`config.mk`:
```
export PLATFORM = sky130hd
export DESIGN_NAME = fp_class_tester
export DESIGN_NICKNAME = d
export VERILOG_FILES = /design/src/rtl/fpcls_pkg.sv /design/src/rtl/fpcls_unpack.sv /design/src/rtl/fpcls_decode.sv /design/src/rtl/fp_class_tester.sv
export SDC_FILE = /design/constraint.sdc
export NUM_CORES = 1
export LEC_CHECK = 0
export ABC_AREA = 1
export BUFFER_PORTS_ARGS = -buffer_cell sky130_fd_sc_hd__buf_2
export CAP_MARGIN = 40
export CELL_PAD_IN_SITES_DETAIL_PLACEMENT = 1
export CELL_PAD_IN_SITES_GLOBAL_PLACEMENT = 2
export CORE_ASPECT_RATIO = 2
export CORE_MARGIN = 2
export CORE_UTILIZATION = 14
export DETAILED_ROUTE_END_ITERATION = 10
export HOLD_SLACK_MARGIN = 0.06
export MAX_ROUTING_LAYER = met4
export PLACE_DENSITY_LB_ADDON = 0.1
export SYNTH_ARGS = -nofsm -noshare
export SYNTH_HDL_FRONTEND = slang
export SYNTH_SLANG_ARGS = --single-unit
```
`constraint.sdc`:
```
create_clock -name clk -period 0.8 [get_ports clk]
set_clock_uncertainty 0.15 [all_clocks]
set_input_delay 0.16 -clock clk [delete_from_list [all_inputs] [get_ports clk]]
set_output_delay 0.16 -clock clk [all_outputs]
set_load 0.01 [all_outputs]
```
`src/rtl/fpcls_pkg.sv`:
```
package fpcls_pkg;

    // Category index equals the mask bit that selects it.
    typedef enum logic [3:0] {
        CLS_SNAN  = 4'd0,
        CLS_QNAN  = 4'd1,
        CLS_NINF  = 4'd2,
        CLS_NNORM = 4'd3,
        CLS_NSUB  = 4'd4,
        CLS_NZERO = 4'd5,
        CLS_PZERO = 4'd6,
        CLS_PSUB  = 4'd7,
        CLS_PNORM = 4'd8,
        CLS_PINF  = 4'd9
    } fp_cls_e;

    localparam int unsigned CLS_COUNT = 10;

    typedef enum logic {
        FMT_HALF   = 1'b0,
        FMT_SINGLE = 1'b1
    } fp_fmt_e;

    // Format-independent summary of an operand's fields.
    typedef struct packed {
        logic sign;
        logic exp_max;
        logic exp_min;
        logic frac_nz;
        logic frac_top;
    } fp_fields_t;

endpackage

```
`src/rtl/fpcls_unpack.sv`:
```
module fpcls_unpack
    import fpcls_pkg::*;
#(
    parameter int unsigned EXP_W  = 8,
    parameter int unsigned FRAC_W = 23
) (
    input  logic [EXP_W+FRAC_W:0] word,
    output fp_fields_t            fields
);
    localparam int unsigned SIGN_POS = EXP_W + FRAC_W;

    logic [EXP_W-1:0]  exp_bits;
    logic [FRAC_W-1:0] frac_bits;

    always_comb begin
        exp_bits        = word[SIGN_POS-1:FRAC_W];
        frac_bits       = word[FRAC_W-1:0];
        fields.sign     = word[SIGN_POS];
        fields.exp_max  = &exp_bits;
        fields.exp_min  = ~|exp_bits;
        fields.frac_nz  = |frac_bits;
        fields.frac_top = frac_bits[FRAC_W-1];
    end
endmodule

```
`src/rtl/fpcls_decode.sv`:
```
module fpcls_decode
    import fpcls_pkg::*;
(
    input  fp_fields_t           fields,
    output logic [CLS_COUNT-1:0] cls_onehot
);
    fp_cls_e cls;

    always_comb begin
        if (fields.exp_max) begin
            if (!fields.frac_nz)      cls = fields.sign ? CLS_NINF : CLS_PINF;
            else if (fields.frac_top) cls = CLS_QNAN;
            else                      cls = CLS_SNAN;
        end else if (fields.exp_min) begin
            if (fields.frac_nz)       cls = fields.sign ? CLS_NSUB : CLS_PSUB;
            else                      cls = fields.sign ? CLS_NZERO : CLS_PZERO;
        end else begin
            cls = fields.sign ? CLS_NNORM : CLS_PNORM;
        end
    end

    always_comb begin
        cls_onehot = '0;
        cls_onehot[cls] = 1'b1;
    end
endmodule

```
`src/rtl/fp_class_tester.sv`:
```
module fp_class_tester
    import fpcls_pkg::*;
#(
    parameter int unsigned HALF_EXP_W    = 5,
    parameter int unsigned HALF_FRAC_W   = 10,
    parameter int unsigned SINGLE_EXP_W  = 8,
    parameter int unsigned SINGLE_FRAC_W = 23
) (
    input  logic        clk,
    input  logic        rst_n,
    input  logic        in_valid,
    input  logic        fmt_sel,
    input  logic [31:0] data_in,
    input  logic [9:0]  mask_in,
    output logic        out_valid,
    output logic        out_match
);
    localparam int unsigned HALF_W   = HALF_EXP_W + HALF_FRAC_W + 1;
    localparam int unsigned SINGLE_W = SINGLE_EXP_W + SINGLE_FRAC_W + 1;

    fp_fields_t            fmt_fields [2];
    fp_fields_t            sel_fields;
    logic [CLS_COUNT-1:0]  cls_onehot;
    logic                  hit;
    fp_fmt_e               fmt;

    // One field extractor per supported format.
    for (genvar g = 0; g < 2; g++) begin : g_fmt
        if (g == 0) begin : g_half
            fpcls_unpack #(.EXP_W(HALF_EXP_W), .FRAC_W(HALF_FRAC_W)) u_unpack (
                .word   (data_in[HALF_W-1:0]),
                .fields (fmt_fields[g])
            );
        end else begin : g_single
            fpcls_unpack #(.EXP_W(SINGLE_EXP_W), .FRAC_W(SINGLE_FRAC_W)) u_unpack (
                .word   (data_in[SINGLE_W-1:0]),
                .fields (fmt_fields[g])
            );
        end
    end

    always_comb begin
        fmt = fp_fmt_e'(fmt_sel);
        unique case (fmt)
            FMT_HALF:   sel_fields = fmt_fields[0];
            FMT_SINGLE: sel_fields = fmt_fields[1];
            default:    sel_fields = fmt_fields[1];
        endcase
    end

    fpcls_decode u_decode (
        .fields     (sel_fields),
        .cls_onehot (cls_onehot)
    );

    always_comb hit = |(cls_onehot & mask_in);

    always_ff @(posedge clk or negedge rst_n) begin
        if (!rst_n) begin
            out_valid <= 1'b0;
            out_match <= 1'b0;
        end else begin
            out_valid <= in_valid;
            out_match <= in_valid & hit;
        end
    end
endmodule

```
==> flow_summary.yaml, run 1 <==
synthesis:
  yosys.area_share.xor_xnor_pct: 0
  synth_warn: 0
  ys_top_cells_by_count: "25 x sky130_fd_sc_hd__nand2_1, 22 x sky130_fd_sc_hd__nor2_1, 13 x sky130_fd_sc_hd__inv_1"
  synthesis.area_sq_um: 574
  synth-compound-area-share_pct: 8.28
  yosys.area.top_type_share_pct: 16.3
  syn_area_per_cell_sq_um: 5.58
  post_synth_num_cell_types: 20
  asyncSetResetFlopFracSynth_pct: 100
  share_of_synthesized_cell_area_in_full_adder_half_adder_and_majority_cells_pct: 8.71
  synth.area.mux_share_pct: 0
  synth_top_family_by_area: "simple AND/OR/NAND/NOR gates"
  yosys.cell_count.top_type: "sky130_fd_sc_hd__nand2_1"
  dominantRegCellSynth: "sky130_fd_sc_hd__dfrtp_1"
  synth-seq-cells: 2
  synth_fp_nets: 153
  synth_simple_gate_area_share_pct: 64.5
  post-synth-top-area-cell: "sky130_fd_sc_hd__nand2_1"
  seq_total_area_yosys_pct: 8.71
  synth_area_leaders: "sky130_fd_sc_hd__nand2_1 16%, sky130_fd_sc_hd__nor2_1 14%, sky130_fd_sc_hd__dfrtp_1 8.7%"
  synthesis.instances: 103
  synth_edf_count: 0
placed_design:
  place_area_sq_um: 1050
  place_congestion: 0.690
  post_detailed_placement_half_perimeter_wirelength_microns: 1780
  numPortBuffers: 47
  dp_slack_ps: -1240
clocking:
  clock-root-buffer: "sky130_fd_sc_hd__clkbuf_8"
  tritoncts.num_buffers: 3
  cts.reportedPaths.clkPinSlew_ps: 30
  postCtsHoldBufs: 1
  clkSinkCount: 2
  cts_htree_levels: 1
  clockBufferDepth: 2
  cts_tree: "built"
timing:
  drv_slew: 0
  max-slew-margin-rel_pct: 75.7
  rsz0062_at_grt: "true"
  timing_hold_violations_final: 1
  finalCritPeriodShare_pct: 225
  final-setup-viol-count: 3
  fin_hold_ws_ps: -75.5
  worst_slack_ps: -996
  period_minus_slack_ps: 1800
  max_slew.worst_pin.slew_ps: 363
  maxClockFrequency_ghz: 0.557
floorplan:
  floorplan.initialDensity_pct: 14.3
  io-pin-count: 48
  fp.coreArea_sq_um: 4010
  row_count: 33
  floorplan_die_area_sq_um: 4660
  die_height_microns: 94.6
  chipWidth_microns: 49.3
detailed_routing:
  routed_wire_length_microns: 2040
  detailedRoute.firstIterationViolations: 1
  avgRoutedWirePerCell_microns: 9.29
  drc: 0
  vias: 891
  route.antenna.remaining_nets: 0
  vias_per_cell: 4.05
  number_of_optimization_iterations_in_the_first_detailed_route_pass: 2
min_path:
  source_of_the_worst_hold_timing_path: "in_valid"
  min_path_type: "primary input to flop"
critical_path:
  crit_path_end_kind: "flop"
  setup.worst_path.class: "primary input to flop"
  crit_path_arrival_time_ps: 1740
  timing.critical_path.from_type: "primary input"
  cp-startpoint: "fmt_sel"
  required_time_of_the_critical_path_ps: 740
  crit_path_max_fanout: 5
global_route:
  grt-ovfl-total: 0
  grt_pass1_wl_microns: 3690
  grt_antenna_before_repair: 0
  grt_use_total_pct: 10.1
  grt_pass1_vias: 901
  grt_max_degree: 8
power:
  power.ir.vdd_worst_v: 0.000447
  power.density_cell_area_nw_per_um2: 819
  p_leak_nw: 0.588
run_status:
  run_status: "complete, but fails checks"
  failed_checks: "hold timing, setup timing"
finish:
  register_area_sq_um: 50.0
  antenna_cells: 0
  n_fill_cell: 544
  share_of_post_route_cells_with_drive_strength_above_1_pct: 58.9
  final_area_sq_um: 1170
  post-route-util_pct: 29.2
  area.growth.synth_to_final_pct: 104
  layout_net_count: 220
  multi_input_comb_area_sq_um: 591
flow_run:
  max-cap-violations: 0
-- what timing repair did --
action	in CTS	in global routing
buffers inserted	0	1
endpoints found under the setup margin	3	3
pin swaps	6	15
hold endpoints to repair	4	2
gates resized for setup	2	14
-- per-stage QoR --
| stage | hold WS, ps | setup TNS, ps | total power, W | std cells |
|---|---|---|---|---|
| after floorplan | -286 | -977 | 0.000325 | 103 |
| after global placement | -202 | -1260 | 0.000540 | 215 |
| after detailed placement | -204 | -1240 | 0.000541 | 215 |
| after CTS | -80.7 | -1400 | 0.000951 | 219 |
| after global routing | -76.4 | -1600 | 0.00105 | 220 |
| final | -75.5 | -1380 | 0.000960 | 220 |
-- final cells by class --
cell class	instances	share of cell area, %
multi-input combinational	86	50.4
tap	52	5.56
clock buffer	3	3.53
inverter	15	4.91
timing repair buffer	62	31.3
sequential	2	4.27
-- worst max-delay path, cell delays in order --
cell and delay, ps:
sky130_fd_sc_hd__buf_2 160, sky130_fd_sc_hd__inv_2 50, sky130_fd_sc_hd__or2_0 250, sky130_fd_sc_hd__o21ai_4 120, sky130_fd_sc_hd__buf_4 170, sky130_fd_sc_hd__ha_4 190, sky130_fd_sc_hd__inv_2 40, sky130_fd_sc_hd__nand2_2 40
sky130_fd_sc_hd__nand2_2 70, sky130_fd_sc_hd__nand2_4 70, sky130_fd_sc_hd__nand4_1 120, sky130_fd_sc_hd__nand3_2 80, sky130_fd_sc_hd__nand2_2 70, sky130_fd_sc_hd__clkinv_2 50, sky130_fd_sc_hd__nand2_2 60, sky130_fd_sc_hd__a21oi_2 40
-- metal layers --
metal  up-vias  wire length, microns  track usage [%]
met5         -                     0                -
met4         0                     8             3.57
met3         2                   141             2.06
met2        28                  1120             17.8
met1       399                   777             11.0
li1        462                     -                -
-- power by group --
part / internal, W / leakage (nW) / switching (W)
sequential: 0.000110 / 0.0247 / 0.00000145
combinational: 0.000242 / 0.542 / 0.000218
clock: 0.000317 / 0.0216 / 0.0000710
total: 0.000669 / 0.588 / 0.000291
-- registers in the layout, summed over array words and instances (netlist names) --
| register | cells |
|---|---|
| out_match | 1 |
| out_valid | 1 |
-- path summary, 6_finish.rpt --
path	endpoint	slack [ps]	depth (start not counted)
max in group asynchronous	out_valid	280	2
setup / recovery	out_match	-1000	16
min in group asynchronous	out_match	130	2
hold / removal	out_valid	-80	1
-- logic make-up (layout without fill, tap and decap cells) --
group                      count (synthesis)  in the layout
and+or+nand+nor                           76             76
buffers and inverters                     15             80
AOI/OAI and AO/OA                          6              6
adders and majority gates                  4              4
DFF                                        2              2
-- cells in the final DEF, fill, tap and decap left out, drive strengths merged --
cell,count
and2,1
nor2,23
o21ai,4
clkbuf,3
nand3,13
nand2,28
nand4,7
dlygate4sd3,1
nor3,1
buf,61
clkinv,1
ha,4
dfrtp,2
or2,3
a21boi,1
a21oi,1
inv,14
No activity file was read; power rests on OpenSTA's default activity.
==> inputs of run 2 (changes only) <==
--- a/config.mk
+++ b/config.mk
@@ -17,6 +17,8 @@
 export HOLD_SLACK_MARGIN = 0.06
 export MAX_ROUTING_LAYER = met4
 export PLACE_DENSITY_LB_ADDON = 0.1
+export SKIP_CTS_REPAIR_TIMING = 1
+export SLEW_MARGIN = 30
 export SYNTH_ARGS = -nofsm -noshare
 export SYNTH_HDL_FRONTEND = slang
 export SYNTH_SLANG_ARGS = --single-unit
==> constraint.sdc (replaced) <==
create_clock -name clk -period 0.8 [get_ports clk]
set_clock_uncertainty 0.15 [all_clocks]
set_input_delay 0.16 -clock clk [delete_from_list [all_inputs] [get_ports clk]]
set_output_delay 0.16 -clock clk [all_outputs]
set_load 0.005 [all_outputs]
==> flow_summary.yaml, run 2 (synthesis gave the netlist of run 1 again) <==
timing:
  max-slew-margin-rel_pct: 75.7
  maxClockFrequency_ghz: 0.564
  final-setup-viol-count: 3
  finalCritPeriodShare_pct: 222
  rsz0062_at_grt: "true"
  worst_slack_ps: -972
  fin_hold_ws_ps: -76.2
  max_slew.worst_pin.slew_ps: 364
  period_minus_slack_ps: 1770
  drv_slew: 0
  timing_hold_violations_final: 1
critical_path:
  crit_path_frequent_cell: "sky130_fd_sc_hd__nand2_2"
  crit_path_arrival_time_ps: 1720
  critical-path-top-delay-family: "simple AND/OR/NAND/NOR gates"
  setup.worst_path.class: "primary input to flop"
  critical_path_depth: 17
  crit_path_max_fanout: 5
  critical_path.max_stage_delay_ps: 240
  timing.critical_path.from_type: "primary input"
  crit_path_end_kind: "flop"
  critical_path.n_buffers_inverters: 3
  cell_by_cell_listing_of_the_critical_path: "buf_8 > or2_4 > nor2_4 > nand2_2 > nand2_2 > and2_4 > ha_4 > inv_2 > nand2_2 > nand2_2 > nand2_4 > nand4_1 > nand3_2 > nand2_2 > clkinv_2 > nand2_2 > a21oi_2"
  required_time_of_the_critical_path_ps: 750
  critical_path.slowest_cell: "sky130_fd_sc_hd__or2_4"
min_path:
  timing.hold.worst_path_depth: 1
  min_path_type: "primary input to flop"
floorplan:
  io-pin-count: 48
  fp.coreArea_sq_um: 4010
  floorplan.initialDensity_pct: 14.3
  die_height_microns: 94.6
  row_count: 33
  floorplan_die_area_sq_um: 4660
  chipWidth_microns: 49.3
detailed_routing:
  vias: 892
  vias_per_cell: 4.05
  detailedRoute.firstIterationViolations: 1
  route.antenna.remaining_nets: 0
  routed_wire_length_microns: 2030
  number_of_optimization_iterations_in_the_first_detailed_route_pass: 3
  avgRoutedWirePerCell_microns: 9.21
  drc: 0
power:
  power.ir.vdd_worst_v: 0.000443
  power.share.switching_pct: 30.5
  power.density_cell_area_nw_per_um2: 811
  internal-power_w: 0.000670
  power.sequential.fraction_pct: 11.5
  combinationalPowerShare_pct: 47.9
  total_switching_power_w: 0.000294
  clock_power_share_pct: 40.6
  p_total_w: 0.000964
  p_leak_nw: 0.590
finish:
  post-route-util_pct: 29.7
  antenna_cells: 0
  layout.cells.most_common_list: "45 x sky130_fd_sc_hd__buf_2, 19 x sky130_fd_sc_hd__nand2_1, 18 x sky130_fd_sc_hd__nor2_1"
  layout_net_count: 220
  layout_top_registers: "out_match: 1 flops, out_valid: 1 flops"
  layout_commonest_cell: "sky130_fd_sc_hd__buf_2"
  area.growth.synth_to_final_pct: 107
  share_of_post_route_cells_with_drive_strength_above_1_pct: 59.5
  final_area_sq_um: 1190
  n_fill_cell: 548
clocking:
  cts_htree_levels: 1
  clock-root-buffer: "sky130_fd_sc_hd__clkbuf_8"
  clockBufferDepth: 2
  clkSinkCount: 2
  cts_tree: "built"
  tritoncts.num_buffers: 3
  cts.reportedPaths.clkPinSlew_ps: 30
global_route:
  grt_max_degree: 8
  grt_antenna_before_repair: 0
  grt_pass1_vias: 888
  grt_pass1_wl_microns: 3660
  grt_use_total_pct: 9.97
  grt-ovfl-total: 0
placed_design:
  place_congestion: 0.690
  place_area_sq_um: 1050
  numPortBuffers: 47
  dp_slack_ps: -1240
  post_detailed_placement_half_perimeter_wirelength_microns: 1780
flow_run:
  max-cap-violations: 0
run_status:
  run_status: "complete, but fails checks"
  failed_checks: "hold timing, setup timing"
run 2: cell counts in the layout (fill, tap and decap cells not counted):
No cell type changed its count.
run 2: stage by stage:
step                setup TNS [ps]  instances
floorplan                     -977        103
global placement             -1260        215
detailed placement           -1240        215
CTS                          -1410        218
global route                 -1550        220
finish                       -1330        220
run 2: final cells by class:
type / instances / area (sq um) / share of cell area, %
Multi-Input combinational cell: 86 / 604 / 50.8
Sequential cell: 2 / 50.0 / 4.21
Timing Repair Buffer: 62 / 370 / 31.2
Tap cell: 52 / 65.1 / 5.47
Clock buffer: 3 / 41.3 / 3.47
Inverter: 15 / 57.6 / 4.84
run 2: power by group through the flow:
stage	clock, W	sequential [W]	combinational [W]
5_1_grt	0.000414	0.000112	0.000526
3_5_place_dp	0	0.000112	0.000426
2_1_floorplan	0	0.000114	0.000208
3_3_place_gp	0	0.000112	0.000424
6_report	0.000391	0.000111	0.000462
4_1_cts	0.000405	0.000111	0.000428
run 2: final timing paths:
check | from | end
setup / recovery | data_in[15] | out_match
hold / removal | in_valid | out_valid
max in group asynchronous | rst_n | out_valid
min in group asynchronous | rst_n | out_match
run 2: per-layer routing:
layer  vias up  global-route usage, %  share of wire [%]
li1        461                      -                  -
met1       399                   11.0                 38
met2        30                   17.5                 54
met3         2                   2.06                7.1
met4         0                   3.57               0.39
met5         -                      -                  0
